--- src/rtl/boot_remap_pkg.sv ---
package boot_remap_pkg;

   typedef enum logic [1:0] {
      TGT_ROM   = 2'd0,
      TGT_FLASH = 2'd1,
      TGT_SRAM  = 2'd2,
      TGT_OTHER = 2'd3
   } tgt_e;

   // bit positions in the control word (software visible)
   localparam int unsigned BIT_LED    = 0;
   localparam int unsigned BIT_DET    = 1;
   localparam int unsigned BIT_REMAP  = 2;
   localparam int unsigned BIT_SRST   = 3;
   localparam int unsigned BIT_ENDIAN = 5;
   localparam int unsigned USED_BITS  = 6;

   typedef struct packed {
      logic endian_big;
      logic remap;
      logic led;
   } ctl_s;

endpackage

--- src/rtl/brc_det_sync.sv ---
module brc_det_sync #(
   parameter int unsigned STAGES = 2
) (
   input  logic clk,
   input  logic rst_n,
   input  logic det_n_in,
   output logic det_n_out
);
   generate
      if (STAGES == 0) begin : g_direct
         assign det_n_out = det_n_in;
      end else begin : g_sync
         logic [STAGES-1:0] chain;
         always_ff @(posedge clk or negedge rst_n) begin
            if (!rst_n) begin
               chain <= '1;
            end else if (STAGES == 1) begin
               chain[0] <= det_n_in;
            end else begin
               chain <= {chain[STAGES-2:0], det_n_in};
            end
         end
         assign det_n_out = chain[STAGES-1];
      end
   endgenerate
endmodule

--- src/rtl/brc_ctl_reg.sv ---
module brc_ctl_reg
   import boot_remap_pkg::*;
(
   input  logic clk,
   input  logic rst_n,
   input  logic wr_en,
   input  logic wr_endian,
   input  logic wr_remap,
   input  logic wr_led,
   input  logic wr_srst,
   output ctl_s ctl_q,
   output logic srst_pulse
);
   always_ff @(posedge clk or negedge rst_n) begin
      if (!rst_n) begin
         ctl_q      <= '0;
         srst_pulse <= 1'b0;
      end else begin
         srst_pulse <= wr_en & wr_srst;
         if (wr_en) begin
            ctl_q.endian_big <= wr_endian;
            ctl_q.remap      <= wr_remap;
            ctl_q.led        <= wr_led;
         end
      end
   end
endmodule

--- src/rtl/brc_readback.sv ---
module brc_readback
   import boot_remap_pkg::*;
#(
   parameter int unsigned DATA_W = 32
) (
   input  ctl_s              ctl_q,
   input  logic              det_n,
   output logic [DATA_W-1:0] rdata
);
   logic [USED_BITS-1:0] low_bits;

   always_comb begin
      low_bits             = '0;
      low_bits[BIT_LED]    = ctl_q.led;
      low_bits[BIT_DET]    = det_n;
      low_bits[BIT_REMAP]  = ctl_q.remap;
      low_bits[BIT_ENDIAN] = ctl_q.endian_big;
   end

   generate
      if (DATA_W > USED_BITS) begin : g_pad
         assign rdata = {{(DATA_W-USED_BITS){1'b0}}, low_bits};
      end else begin : g_exact
         assign rdata = low_bits;
      end
   endgenerate
endmodule

--- src/rtl/brc_window_decode.sv ---
module brc_window_decode
   import boot_remap_pkg::*;
#(
   parameter int unsigned ADDR_W    = 32,
   parameter int unsigned WIN_BYTES = 32'h0004_0000
) (
   input  logic [ADDR_W-1:0] addr,
   input  logic              remap,
   input  logic              det_n,
   input  logic              boot_sw,
   output tgt_e              tgt
);
   localparam int unsigned WIN_BITS = $clog2(WIN_BYTES);

   logic in_win;
   logic remap_eff;

   generate
      if (WIN_BITS >= ADDR_W) begin : g_all
         assign in_win = 1'b1;
      end else begin : g_part
         assign in_win = (addr[ADDR_W-1:WIN_BITS] == '0);
      end
   endgenerate

   assign remap_eff = remap & ~det_n;

   always_comb begin
      if (!in_win)        tgt = TGT_OTHER;
      else if (remap_eff) tgt = TGT_SRAM;
      else if (boot_sw)   tgt = TGT_ROM;
      else                tgt = TGT_FLASH;
   end
endmodule

--- src/rtl/boot_remap_ctl.sv ---
module boot_remap_ctl
   import boot_remap_pkg::*;
#(
   parameter int unsigned DATA_W      = 32,
   parameter int unsigned ADDR_W      = 32,
   parameter int unsigned WIN_BYTES   = 32'h0004_0000,
   parameter int unsigned SYNC_STAGES = 2
) (
   input  logic              clk,
   input  logic              rst_n,
   input  logic              wr_en,
   input  logic [DATA_W-1:0] wdata,
   output logic [DATA_W-1:0] rdata,
   input  logic              mod_det_n,
   input  logic              boot_sw,
   input  logic [ADDR_W-1:0] addr,
   output logic [1:0]        tgt_sel,
   output logic              soft_rst,
   output logic              endian_big,
   output logic              led_on
);
   generate
      if (DATA_W < USED_BITS) begin : g_chk_dw
         $error("DATA_W must cover the control bits");
      end
      if ((WIN_BYTES & (WIN_BYTES - 1)) != 0 || WIN_BYTES == 0) begin : g_chk_win
         $error("WIN_BYTES must be a power of two");
      end
      if ($clog2(WIN_BYTES) > ADDR_W) begin : g_chk_aw
         $error("window exceeds address space");
      end
   endgenerate

   ctl_s ctl_q;
   logic det_n_s;
   tgt_e tgt;

   brc_det_sync #(.STAGES(SYNC_STAGES)) sync_i (
      .clk       (clk),
      .rst_n     (rst_n),
      .det_n_in  (mod_det_n),
      .det_n_out (det_n_s)
   );

   brc_ctl_reg reg_i (
      .clk        (clk),
      .rst_n      (rst_n),
      .wr_en      (wr_en),
      .wr_endian  (wdata[BIT_ENDIAN]),
      .wr_remap   (wdata[BIT_REMAP]),
      .wr_led     (wdata[BIT_LED]),
      .wr_srst    (wdata[BIT_SRST]),
      .ctl_q      (ctl_q),
      .srst_pulse (soft_rst)
   );

   brc_readback #(.DATA_W(DATA_W)) rb_i (
      .ctl_q (ctl_q),
      .det_n (det_n_s),
      .rdata (rdata)
   );

   brc_window_decode #(.ADDR_W(ADDR_W), .WIN_BYTES(WIN_BYTES)) dec_i (
      .addr    (addr),
      .remap   (ctl_q.remap),
      .det_n   (det_n_s),
      .boot_sw (boot_sw),
      .tgt     (tgt)
   );

   assign tgt_sel    = tgt;
   assign endian_big = ctl_q.endian_big;
   assign led_on     = ctl_q.led;
endmodule

--- config.mk ---
export PLATFORM = sky130hd
export DESIGN_NAME = boot_remap_ctl
export DESIGN_NICKNAME = d
export VERILOG_FILES = /design/src/rtl/boot_remap_pkg.sv /design/src/rtl/brc_det_sync.sv /design/src/rtl/brc_ctl_reg.sv /design/src/rtl/brc_readback.sv /design/src/rtl/brc_window_decode.sv /design/src/rtl/boot_remap_ctl.sv
export SDC_FILE = /design/constraint.sdc
export NUM_CORES = 1
export LEC_CHECK = 0
export CAP_MARGIN = 20
export CELL_PAD_IN_SITES_DETAIL_PLACEMENT = 1
export CELL_PAD_IN_SITES_GLOBAL_PLACEMENT = 1
export CORE_AREA = 2 2 42 44
export DETAILED_ROUTE_END_ITERATION = 10
export DIE_AREA = 0 0 44 46
export DONT_BUFFER_PORTS = 1
export PLACE_DENSITY = 0.7
export SLEW_MARGIN = 10
export SYNTH_ARGS = -nofsm -noshare
export SYNTH_HDL_FRONTEND = slang
export SYNTH_SLANG_ARGS = --single-unit
--- constraint.sdc ---
create_clock -name clk -period 1.6 [get_ports clk]
set_input_delay 0.16 -clock clk [delete_from_list [all_inputs] [get_ports clk]]
set_output_delay 0.16 -clock clk [all_outputs]
set_load 0.03 [all_outputs]
==> results of run 1 <==
[cells in the mapped netlist, drive strengths merged]
library cell and count:
buf 32, dfstp 2, o21ai 3, and2 1, nor2 2, nor4 3, inv 1, and4 1
mux2 2, conb 1, nand2 1, dfrtp 4
[logic make-up after synthesis]
| group | synth area share [%] |
|---|---|
| compound gates | 3.11 |
| buf+inv | 50.5 |
| flops | 31.6 |
| mux | 4.66 |
| other cells | 0.776 |
| simple gates | 9.33 |
[timing repair]
item                                   CTS  global route
buffers inserted                         0             0
setup endpoints to repair                0             0
hold buffers                             2             0
endpoints found under the hold margin    7             0
[worst reg2reg max path: stages (launching register included)]
cell     delay (ns)
dfrtp_1        0.51
inv_1          0.12
o21ai_0        0.16
[flip-flops by register name (all words and copies together) (netlist names)]
register and count:
reg_i.ctl_q 3, reg_i.srst_pulse 1, sync_i.g_sync.chain 2
[area by class of cell]
type                    instances  area, um^2
fillers                       214        1170
multi-input cells              41         188
flip-flops and latches          6         153
repair buffers                  6        50.0
clock buffers                   4        26.3
well taps                      17        21.3
inverters                       1        3.75
[how the worst max path moves through the flow]
stage | from | endpoint | slack, ns | cells after the start
2_1_floorplan | sync_i.g_sync.chain[1]$_DFF_PN1_ | tgt_sel[0] | 0.21 | 2
3_3_place_gp | sync_i.g_sync.chain[1]$_DFF_PN1_ | tgt_sel[0] | 0.43 | 3
3_5_place_dp | sync_i.g_sync.chain[1]$_DFF_PN1_ | tgt_sel[0] | 0.42 | 3
4_1_cts | reg_i.ctl_q[1]$_DFFE_PN0P_ | tgt_sel[0] | 0.15 | 4
5_1_grt | reg_i.ctl_q[1]$_DFFE_PN0P_ | tgt_sel[0] | 0.09 | 4
6_report | sync_i.g_sync.chain[1]$_DFF_PN1_ | tgt_sel[0] | 0.19 | 3
[routing by layer]
layer / wire [um] / vias to the layer above
met1: 193 / 113
met2: 417 / 45
met4: 24 / 0
met5: 0 / -
met3: 140 / 4
li1: - / 119
[per-stage QoR]
stage / instances / setup slack [ns] / total power, W / hold WS [ns]
after floorplan: 80 / 0.212 / 0.000366 / -0.136
after detailed placement: 69 / 0.423 / 0.000315 / -0.135
after CTS: 75 / 0.154 / 0.000477 / 0.00254
after global routing: 75 / 0.0853 / 0.000489 / 0.0233
after global placement: 69 / 0.432 / 0.000313 / -0.135
final: 75 / 0.186 / 0.000469 / 0.00839
[cell usage in the layout (no fill, tap or decap)]
cell,instances
clkbuf_1,1
and4_1,1
dlygate4sd3_1,2
clkbuf_4,3
o21ai_0,3
inv_1,1
mux2_2,2
conb_1,28
buf_4,4
dfrtp_1,4
nand2_1,1
dfstp_2,2
nor2_1,2
nor4_1,3
and2_1,1
[report_power, final]
| part | switching [W] | leakage (nW) | internal, W |
|---|---|---|---|
| sequential | 0.0000165 | 0.0694 | 0.000166 |
| clock | 0.0000550 | 0.0150 | 0.0000945 |
| combinational | 0.000120 | 0.145 | 0.0000177 |
| total | 0.000191 | 0.229 | 0.000278 |
==> results.yml, run 1 <==
drt:
  drt_iter0_drc: 0
  via_per_inst: 3.75
  vias: 281
  drt_first_pass_iters: 1
  ant_nets: 0
  wl_um: 776
  wire_per_inst_um: 10.3
  drc: 0
cts:
  cts_tree: "done"
  cts_htree_levels: 1
  cts_buffers: 3
  cts-resized-gates: 0
  clk_latency_ns: 0.24
  clockBufferDepth: 2
  cts_sinks: 6
  clk_pin_slew_worst_paths_ns: 0.05
  root_buffer: "clkbuf_4"
floorplanning:
  row_count: 15
  dieArea_mm2: 0.00202
  start_util_pct: 29.9
  die-height_um: 46
  fp.coreArea_mm2: 0.00161
  top_level_ports: 106
  chipWidth_um: 44
worst_setup_path:
  timing.rr.end: "reg_i.ctl_q[1]$_DFFE_PN0P_"
  rr_worst_depth: 2
  cp.buffers_inverters: 1
  path_class: "reg -> out"
  crit_chain: "nor2_1 > o21ai_0 > buf_4"
  crit_required_ns: 1.44
  max_stage_delay_ns: 0.63
  rrSetupSlack_ns: 0.72
  start_kind: "register"
  cp_data_arrival_time_ns: 1.25
  r2r_start: "reg_i.ctl_q[1]$_DFFE_PN0P_"
  crit_family: "flip-flops"
  crit_slowest_cell: "dfstp_2"
  cp_max_fo: 3
  end_kind: "output port"
final_layout:
  nets: 128
  drive_gt1_share_pct: 19.0
  synthToLayoutAreaGrowth_pct: -8.55
  utilization_pct: 27.4
  final_area_um2: 442
  num_antenna_cells: 0
global_route:
  antenna_found_initial: 0
  overflow: 0
  grt_pass1_wl_mm: 1.00
  grt_usage_pct: 7.78
  busiest_layer: "met2"
  grt_pass1_vias: 275
  grt_use_met1_pct: 5.04
  grt_max_degree: 7
  met3_usage_pct: 1.59
  grtUsageMet2_pct: 15.0
timing:
  setup_viol: 0
  slew_viol_final: 0
  skew_ns: 0.0000774
  fmax_ghz: 0.707
  fin_crit_ns: 1.41
  setup_tns_ns: 0
  rsz0062_at_grt: "false"
  hold_viol: 0
  timing.final.crit_share_pct: 88.3
placement:
  numPortBuffers: 0
  placed_cell_area_um2: 395
  hpwl_um: 707
  gp_congestion: 0.665
yosys:
  ys_types: 12
  yosysSeqAreaShare_pct: 31.6
  syn_inst: 53
  ys_warn_count: 0
  yosysTopAreaCell: "buf_4"
  netlist_area_um2: 483
  ys_top_cells_by_area: "buf_4 (50%), dfrtp_1 (21%), dfstp_2 (11%)"
  syn_area_per_cell_um2: 9.11
  ys_ff_latch: 6
  synth_top_area_share_pct: 49.7
hold_path:
  hp-start: "wr_en"
  hold_end: "reg_i.ctl_q[1]$_DFFE_PN0P_"
  hp-class: "in -> reg"
  hold_depth: 1
run_status:
  status: "completed"
run:
  maxCapViolCount: 0
power_and_ir_drop:
  p_leak_nw: 0.229
  powerDensity_mw_per_mm2: 1060
  ir_drop_uv: 369
(Power assumes the default switching activity.)
==> run 2, diff against run 1 <==
--- a/config.mk
+++ b/config.mk
@@ -5,14 +5,13 @@
 export SDC_FILE = /design/constraint.sdc
 export NUM_CORES = 1
 export LEC_CHECK = 0
+export BUFFER_PORTS_ARGS = -buffer_cell sky130_fd_sc_hd__buf_2
 export CAP_MARGIN = 20
 export CELL_PAD_IN_SITES_DETAIL_PLACEMENT = 1
 export CELL_PAD_IN_SITES_GLOBAL_PLACEMENT = 1
-export CORE_AREA = 2 2 42 44
+export CORE_UTILIZATION = 13
 export DETAILED_ROUTE_END_ITERATION = 10
-export DIE_AREA = 0 0 44 46
-export DONT_BUFFER_PORTS = 1
-export PLACE_DENSITY = 0.7
+export PLACE_DENSITY = 0.79
 export SLEW_MARGIN = 10
 export SYNTH_ARGS = -nofsm -noshare
 export SYNTH_HDL_FRONTEND = slang
==> constraint.sdc (replaced) <==
create_clock -name clk -period 1.78 [get_ports clk]
set_input_delay 0.178 -clock clk [delete_from_list [all_inputs] [get_ports clk]]
set_output_delay 0.178 -clock clk [all_outputs]
set_load 0.03 [all_outputs]
==> run 2 against run 1 <==
  * Critical path type unchanged
  * Utilization down 9.6 points
  * Register-to-register slack improved by 0.28 ns
  * Combinational power grew 18%
  * Power up 13%
  * Global-route usage decreased by 2.9 points
  * Worst setup slack improved by 0.28 ns
  * Clock-buffer cell count unchanged
  * Via count rose by 30%
  * Clock skew hardly changed
  * Largest power group is now clock
==> results.yml, run 2 (synthesis results as in run 1) <==
placement:
  hpwl_um: 864
  placed_cell_area_um2: 557
  gp_congestion: 0.648
  numPortBuffers: 31
  place_ws_ns: 0.512
global_route:
  grt_pass1_vias: 324
  grt_usage_pct: 4.88
  overflow: 0
  antenna_found_initial: 0
  grt_max_degree: 7
  grt_pass1_wl_mm: 1.46
final_layout:
  reg.largest.list: "reg_i.ctl_q x3, sync_i.g_sync.chain x2, reg_i.srst_pulse x1"
  regMostFlops: "reg_i.ctl_q"
  nets: 154
  final_cell_mix: "buf_2 (31), conb_1 (28), dfrtp_1 (4)"
  largest_register_ffs: 3
  final_common_cell: "buf_2"
  final_area_um2: 612
  drive_gt1_share_pct: 45.2
  synthToLayoutAreaGrowth_pct: 26.7
  num_antenna_cells: 0
worst_setup_path:
  cp_data_arrival_time_ns: 1.14
  timing.rr.end: "reg_i.ctl_q[2]$_DFFE_PN0P_"
  end_kind: "output port"
  rr_worst_depth: 1
  r2r_start: "reg_i.ctl_q[2]$_DFFE_PN0P_"
  rrSetupSlack_ns: 1.00
  start_kind: "register"
  path_class: "reg -> out"
  startpoint: "sync_i.g_sync.chain[1]$_DFF_PN1_"
  crit_required_ns: 1.60
  cp_max_fo: 3
timing:
  timing.final.crit_share_pct: 73.9
  timing.final.ws_setup_ns: 0.464
  rsz0062_at_grt: "false"
  skew_ns: 0.0000535
  hold_viol: 0
  slew_viol_final: 0
  setup_viol: 0
  fmax_ghz: 0.760
  fin_crit_ns: 1.32
  setup_tns_ns: 0
cts:
  postCtsHoldBufs: 1
  cts_htree_levels: 1
  clk_latency_ns: 0.22
  cts_sinks: 6
  clockBufferDepth: 2
  cts_buffers: 3
  cts_tree: "done"
  cts_setup_buffers: 0
  cts-resized-gates: 0
  clk_pin_slew_worst_paths_ns: 0.04
  root_buffer: "clkbuf_8"
drt:
  drt_iter0_drc: 0
  wl_um: 972
  wire_per_inst_um: 7.48
  drt_first_pass_iters: 1
  vias: 364
  drc: 0
  ant_nets: 0
  via_per_inst: 2.80
floorplanning:
  top_level_ports: 106
  chipWidth_um: 63.0
  die-height_um: 63.0
  row_count: 21
  dieArea_mm2: 0.00396
  fp.coreArea_mm2: 0.00344
  start_util_pct: 14.0
power_and_ir_drop:
  ir_drop_uv: 412
  powerDensity_mw_per_mm2: 866
  p_leak_nw: 0.335
hold_path:
  hold_end: "sync_i.g_sync.chain[0]$_DFF_PN1_"
  hp-class: "in -> reg"
  hold_depth: 1
  hp-start: "mod_det_n"
run_status:
  status: "completed"
run:
  maxCapViolCount: 0
## run 2: changes by cell type in the layout (fill, tap and decap cells not counted), sizes merged
cell         delta
dlygate4sd3     -1
buf            +27
## run 2: worst max-delay path, stage by stage (launching register included)
cell and delay (ns):
dfstp_2 0.53, nor2_1 0.04, o21ai_0 0.13, buf_2 0.22
## run 2: how the worst max path moves through the flow
stage	endpoint	slack, ns
after floorplan	tgt_sel[0]	0.37
after global placement	tgt_sel[1]	0.50
after detailed placement	tgt_sel[0]	0.51
after CTS	tgt_sel[0]	0.45
after global routing	tgt_sel[1]	0.34
final	tgt_sel[0]	0.46
## run 2: where the power goes
part | total, W | internal [W] | switching [W]
Combinational | 0.000161 | 0.0000342 | 0.000126
Sequential | 0.000154 | 0.000149 | 0.00000520
Clock | 0.000215 | 0.000154 | 0.0000607
## run 2: cell type report
| type | count | area (um^2) |
|---|---|---|
| fillers | 433 | 2830 |
| multi-input cells | 41 | 188 |
| repair buffers | 32 | 165 |
| flip-flops and latches | 6 | 153 |
| well taps | 46 | 57.6 |
| clock buffers | 4 | 45.0 |
| inverters | 1 | 3.75 |
## run 2: layer usage
layer	global-route usage [%]	part of all wire [%]	up-vias
li1	-	-	171
met1	4.16	33	167
met2	9.95	59	26
met3	1.82	7.9	0
met4	1.74	0	0
met5	0	0	-
## run 2: stage by stage
stage / util, % / hold slack (ns) / cells / power, W
floorplan: - / -0.118 / 80 / 0.000329
global placement: 16.2 / 0.00504 / 125 / 0.000313
detailed placement: 16.2 / 0.00932 / 125 / 0.000315
CTS: 17.8 / 0.0523 / 130 / 0.000536
global route: 17.8 / 0.0475 / 130 / 0.000558
finish: 17.8 / 0.0572 / 130 / 0.000530
==> run 3, diff against run 2 <==
--- a/config.mk
+++ b/config.mk
@@ -5,13 +5,14 @@
 export SDC_FILE = /design/constraint.sdc
 export NUM_CORES = 1
 export LEC_CHECK = 0
+export ABC_AREA = 1
 export BUFFER_PORTS_ARGS = -buffer_cell sky130_fd_sc_hd__buf_2
 export CAP_MARGIN = 20
 export CELL_PAD_IN_SITES_DETAIL_PLACEMENT = 1
 export CELL_PAD_IN_SITES_GLOBAL_PLACEMENT = 1
-export CORE_UTILIZATION = 13
+export CORE_UTILIZATION = 12
 export DETAILED_ROUTE_END_ITERATION = 10
-export PLACE_DENSITY = 0.79
+export PLACE_DENSITY = 0.75
 export SLEW_MARGIN = 10
 export SYNTH_ARGS = -nofsm -noshare
 export SYNTH_HDL_FRONTEND = slang
==> constraint.sdc (replaced) <==
create_clock -name clk -period 1.2 [get_ports clk]
set_input_delay 0.12 -clock clk [delete_from_list [all_inputs] [get_ports clk]]
set_output_delay 0.12 -clock clk [all_outputs]
set_load 0.03 [all_outputs]
==> run 3 against run 2 <==
  * The flow now finishes with violations (setup timing)
  * Via count increased by 13%
  * Cell count increased by 12%
  * Utilization decreased by 0.85 points
  * Critical path type unchanged
  * Largest cell class unchanged
  * Highest routed layer is now met4
==> results.yml, run 3 <==
run_status:
  status: "finished with violations"
  failed_checks: "setup timing"
run:
  maxCapViolCount: 0
cts:
  cts_buffers: 3
  cts_sinks: 6
  clk_pin_slew_worst_paths_ns: 0.04
  root_buffer: "clkbuf_8"
  cts_tree: "done"
  clk_latency_ns: 0.22
  clockBufferDepth: 2
  cts_htree_levels: 1
yosys:
  netlist_top_cells_count: "buf_4 (32), nor2_1 (7), nand2_1 (6), dfrtp_1 (4), inv_1 (3)"
  ys_warn_count: 0
  syn_inst: 63
  netlist_area_um2: 513
  synth_flop_cell: "dfrtp_1"
  synth_top_area_share_pct: 46.8
  ys_ff_latch: 6
  yosysSeqAreaShare_pct: 29.8
  syn_area_per_cell_um2: 8.14
  yosysTopAreaCell: "buf_4"
  ys_types: 12
  ys_top_cells_by_area: "buf_4 (47%), dfrtp_1 (20%), dfstp_2 (10%)"
  synth_edf_count: 0
  yosysMostFrequentCell: "buf_4"
  synthArstFlopShare_pct: 100
floorplanning:
  chipWidth_um: 67.4
  fp.coreArea_mm2: 0.00406
  row_count: 23
  dieArea_mm2: 0.00454
  top_level_ports: 106
  start_util_pct: 12.6
  die-height_um: 67.4
timing:
  rsz0062_at_grt: "true"
  setup_viol: 2
  fin_crit_ns: 1.29
  slew_viol_final: 0
  timing.final.ws_setup_ns: -0.0881
  fmax_ghz: 0.776
  hold_viol: 0
  timing.final.crit_share_pct: 107
  skew_ns: 0.00000429
drt:
  vias: 412
  wl_mm: 1.02
  via_per_inst: 2.82
  ant_nets: 0
  wire_per_inst_um: 6.95
  drt_first_pass_iters: 2
  drt_iter0_drc: 1
  drc: 0
global_route:
  grt_pass1_vias: 332
  grt_usage_pct: 4.12
  grt_max_degree: 7
  antenna_found_initial: 0
  overflow: 0
  grt_pass1_wl_mm: 1.37
final_layout:
  synthToLayoutAreaGrowth_pct: 33.9
  num_antenna_cells: 0
  num-fill-cells: 508
  final_cells: 146
  nets: 166
  reg.largest.list: "reg_i.ctl_q x3, sync_i.g_sync.chain x2, reg_i.srst_pulse x1"
  final_cell_mix: "buf_2 (29), conb_1 (28), nor2_1 (7)"
  utilization_pct: 16.9
  final_area_um2: 687
  largest_register_ffs: 3
  drive_gt1_share_pct: 43.8
  regMostFlops: "reg_i.ctl_q"
  final_common_cell: "buf_2"
worst_setup_path:
  startpoint: "reg_i.ctl_q[1]$_DFFE_PN0P_"
  start_kind: "register"
  rrSetupSlack_ns: 0.40
  end_kind: "output port"
  path_class: "reg -> out"
  cp_data_arrival_time_ns: 1.17
  r2r_start: "reg_i.ctl_q[0]$_DFFE_PN0P_"
  cp_max_fo: 2
  crit_required_ns: 1.08
hold_path:
  hp-start: "wdata[3]"
  hp-class: "in -> reg"
power_and_ir_drop:
  power.share.clock_pct: 39.7
  seqPwrFrac_pct: 28.6
  power.switching_w: 0.000295
  p_sw_share_pct: 36.6
  powerDensity_mw_per_mm2: 1170
  ir_drop_uv: 558
  p_leak_nw: 0.378
  comb_power_share_pct: 31.7
  cell_internal_pwr_w: 0.000510
placement:
  gp_congestion: 0.612
  numPortBuffers: 31
  place_ws_ns: 0.111
  dp_cells: 139
  placed_cell_area_um2: 592
  hpwl_um: 832
[run 3: changes by cell type in the layout (fill, tap and decap cells not counted), moves of 2 or more]
cell     before  now
mux2_1        0    2
o21ai_0       3    1
nand2_1       1    5
buf_2        31   29
nor4_1        3    0
mux2_2        2    0
buf_6         0    2
nor2_1        2    7
[run 3: layout make-up]
type | count | area (um^2) | area share (%)
multi-input cells | 49 | 220 | 32.1
repair buffers | 34 | 195 | 28.4
flip-flops and latches | 6 | 153 | 22.2
clock buffers | 4 | 45.0 | 6.56
inverters | 3 | 11.3 | 1.64
well taps | 50 | 62.6 | 9.11
[run 3: cells by family after synthesis]
family / count (synthesis) / synth area share (%)
multiplexers: 2 / 4.39
AO/OA/AOI/OAI: 1 / 0.975
buffers and inverters: 35 / 49.0
flip-flops: 6 / 29.8
other: 1 / 0.731
AND/OR/NAND/NOR: 18 / 15.1
[run 3: worst paths after layout]
kind	to	depth (start not counted)
setup reg to reg	reg_i.ctl_q[0]$_DFFE_PN0P_	1
min in group asynchronous	reg_i.ctl_q[2]$_DFFE_PN0P_	2
hold / removal	reg_i.srst_pulse$_DFF_PN0_	3
hold reg to reg	sync_i.g_sync.chain[1]$_DFF_PN1_	0
max in group asynchronous	sync_i.g_sync.chain[0]$_DFF_PN1_	2
setup / recovery	tgt_sel[0]	5
[run 3: power groups by stage]
stage	clock network (W)	registers, W	logic, W
CTS	0.000325	0.000230	0.000248
finish	0.000319	0.000230	0.000255
global placement	0	0.000231	0.000239
detailed placement	0	0.000232	0.000241
global route	0.000344	0.000232	0.000275
floorplan	0	0.000248	0.000246
[run 3: metal layers]
| layer | global-route usage [%] | wire length [um] | share of wire (%) |
|---|---|---|---|
| met3 | 0.676 | 110 | 11 |
| met1 | 4.02 | 322 | 32 |
| met4 | 3.19 | 17 | 1.7 |
| met2 | 7.63 | 565 | 56 |
| met5 | 0 | 0 | 0 |
[run 3: per-stage QoR]
step | TNS (ns) | power, W | hold slack [ns]
after floorplan | 0 | 0.000493 | -0.176
after global placement | 0 | 0.000470 | -0.0536
after detailed placement | 0 | 0.000473 | -0.0513
after CTS | -0.154 | 0.000803 | 0.0849
after global routing | -0.222 | 0.000851 | 0.127
final | -0.110 | 0.000805 | 0.0875
[run 3: critical path: stages, from the launching register on]
cell     delay, ns
dfrtp_1       0.35
inv_2         0.05
or2_4         0.25
nand2_2       0.07
nand3_2       0.07
buf_6         0.15
[run 3: repair_timing]
action	in CTS	in global routing
hold buffers	2	0
pin swaps	0	2
endpoints found under the hold margin	7	0
endpoints found under the setup margin	2	2
cloned	0	0
buffers inserted	0	1
gates resized for setup	4	4
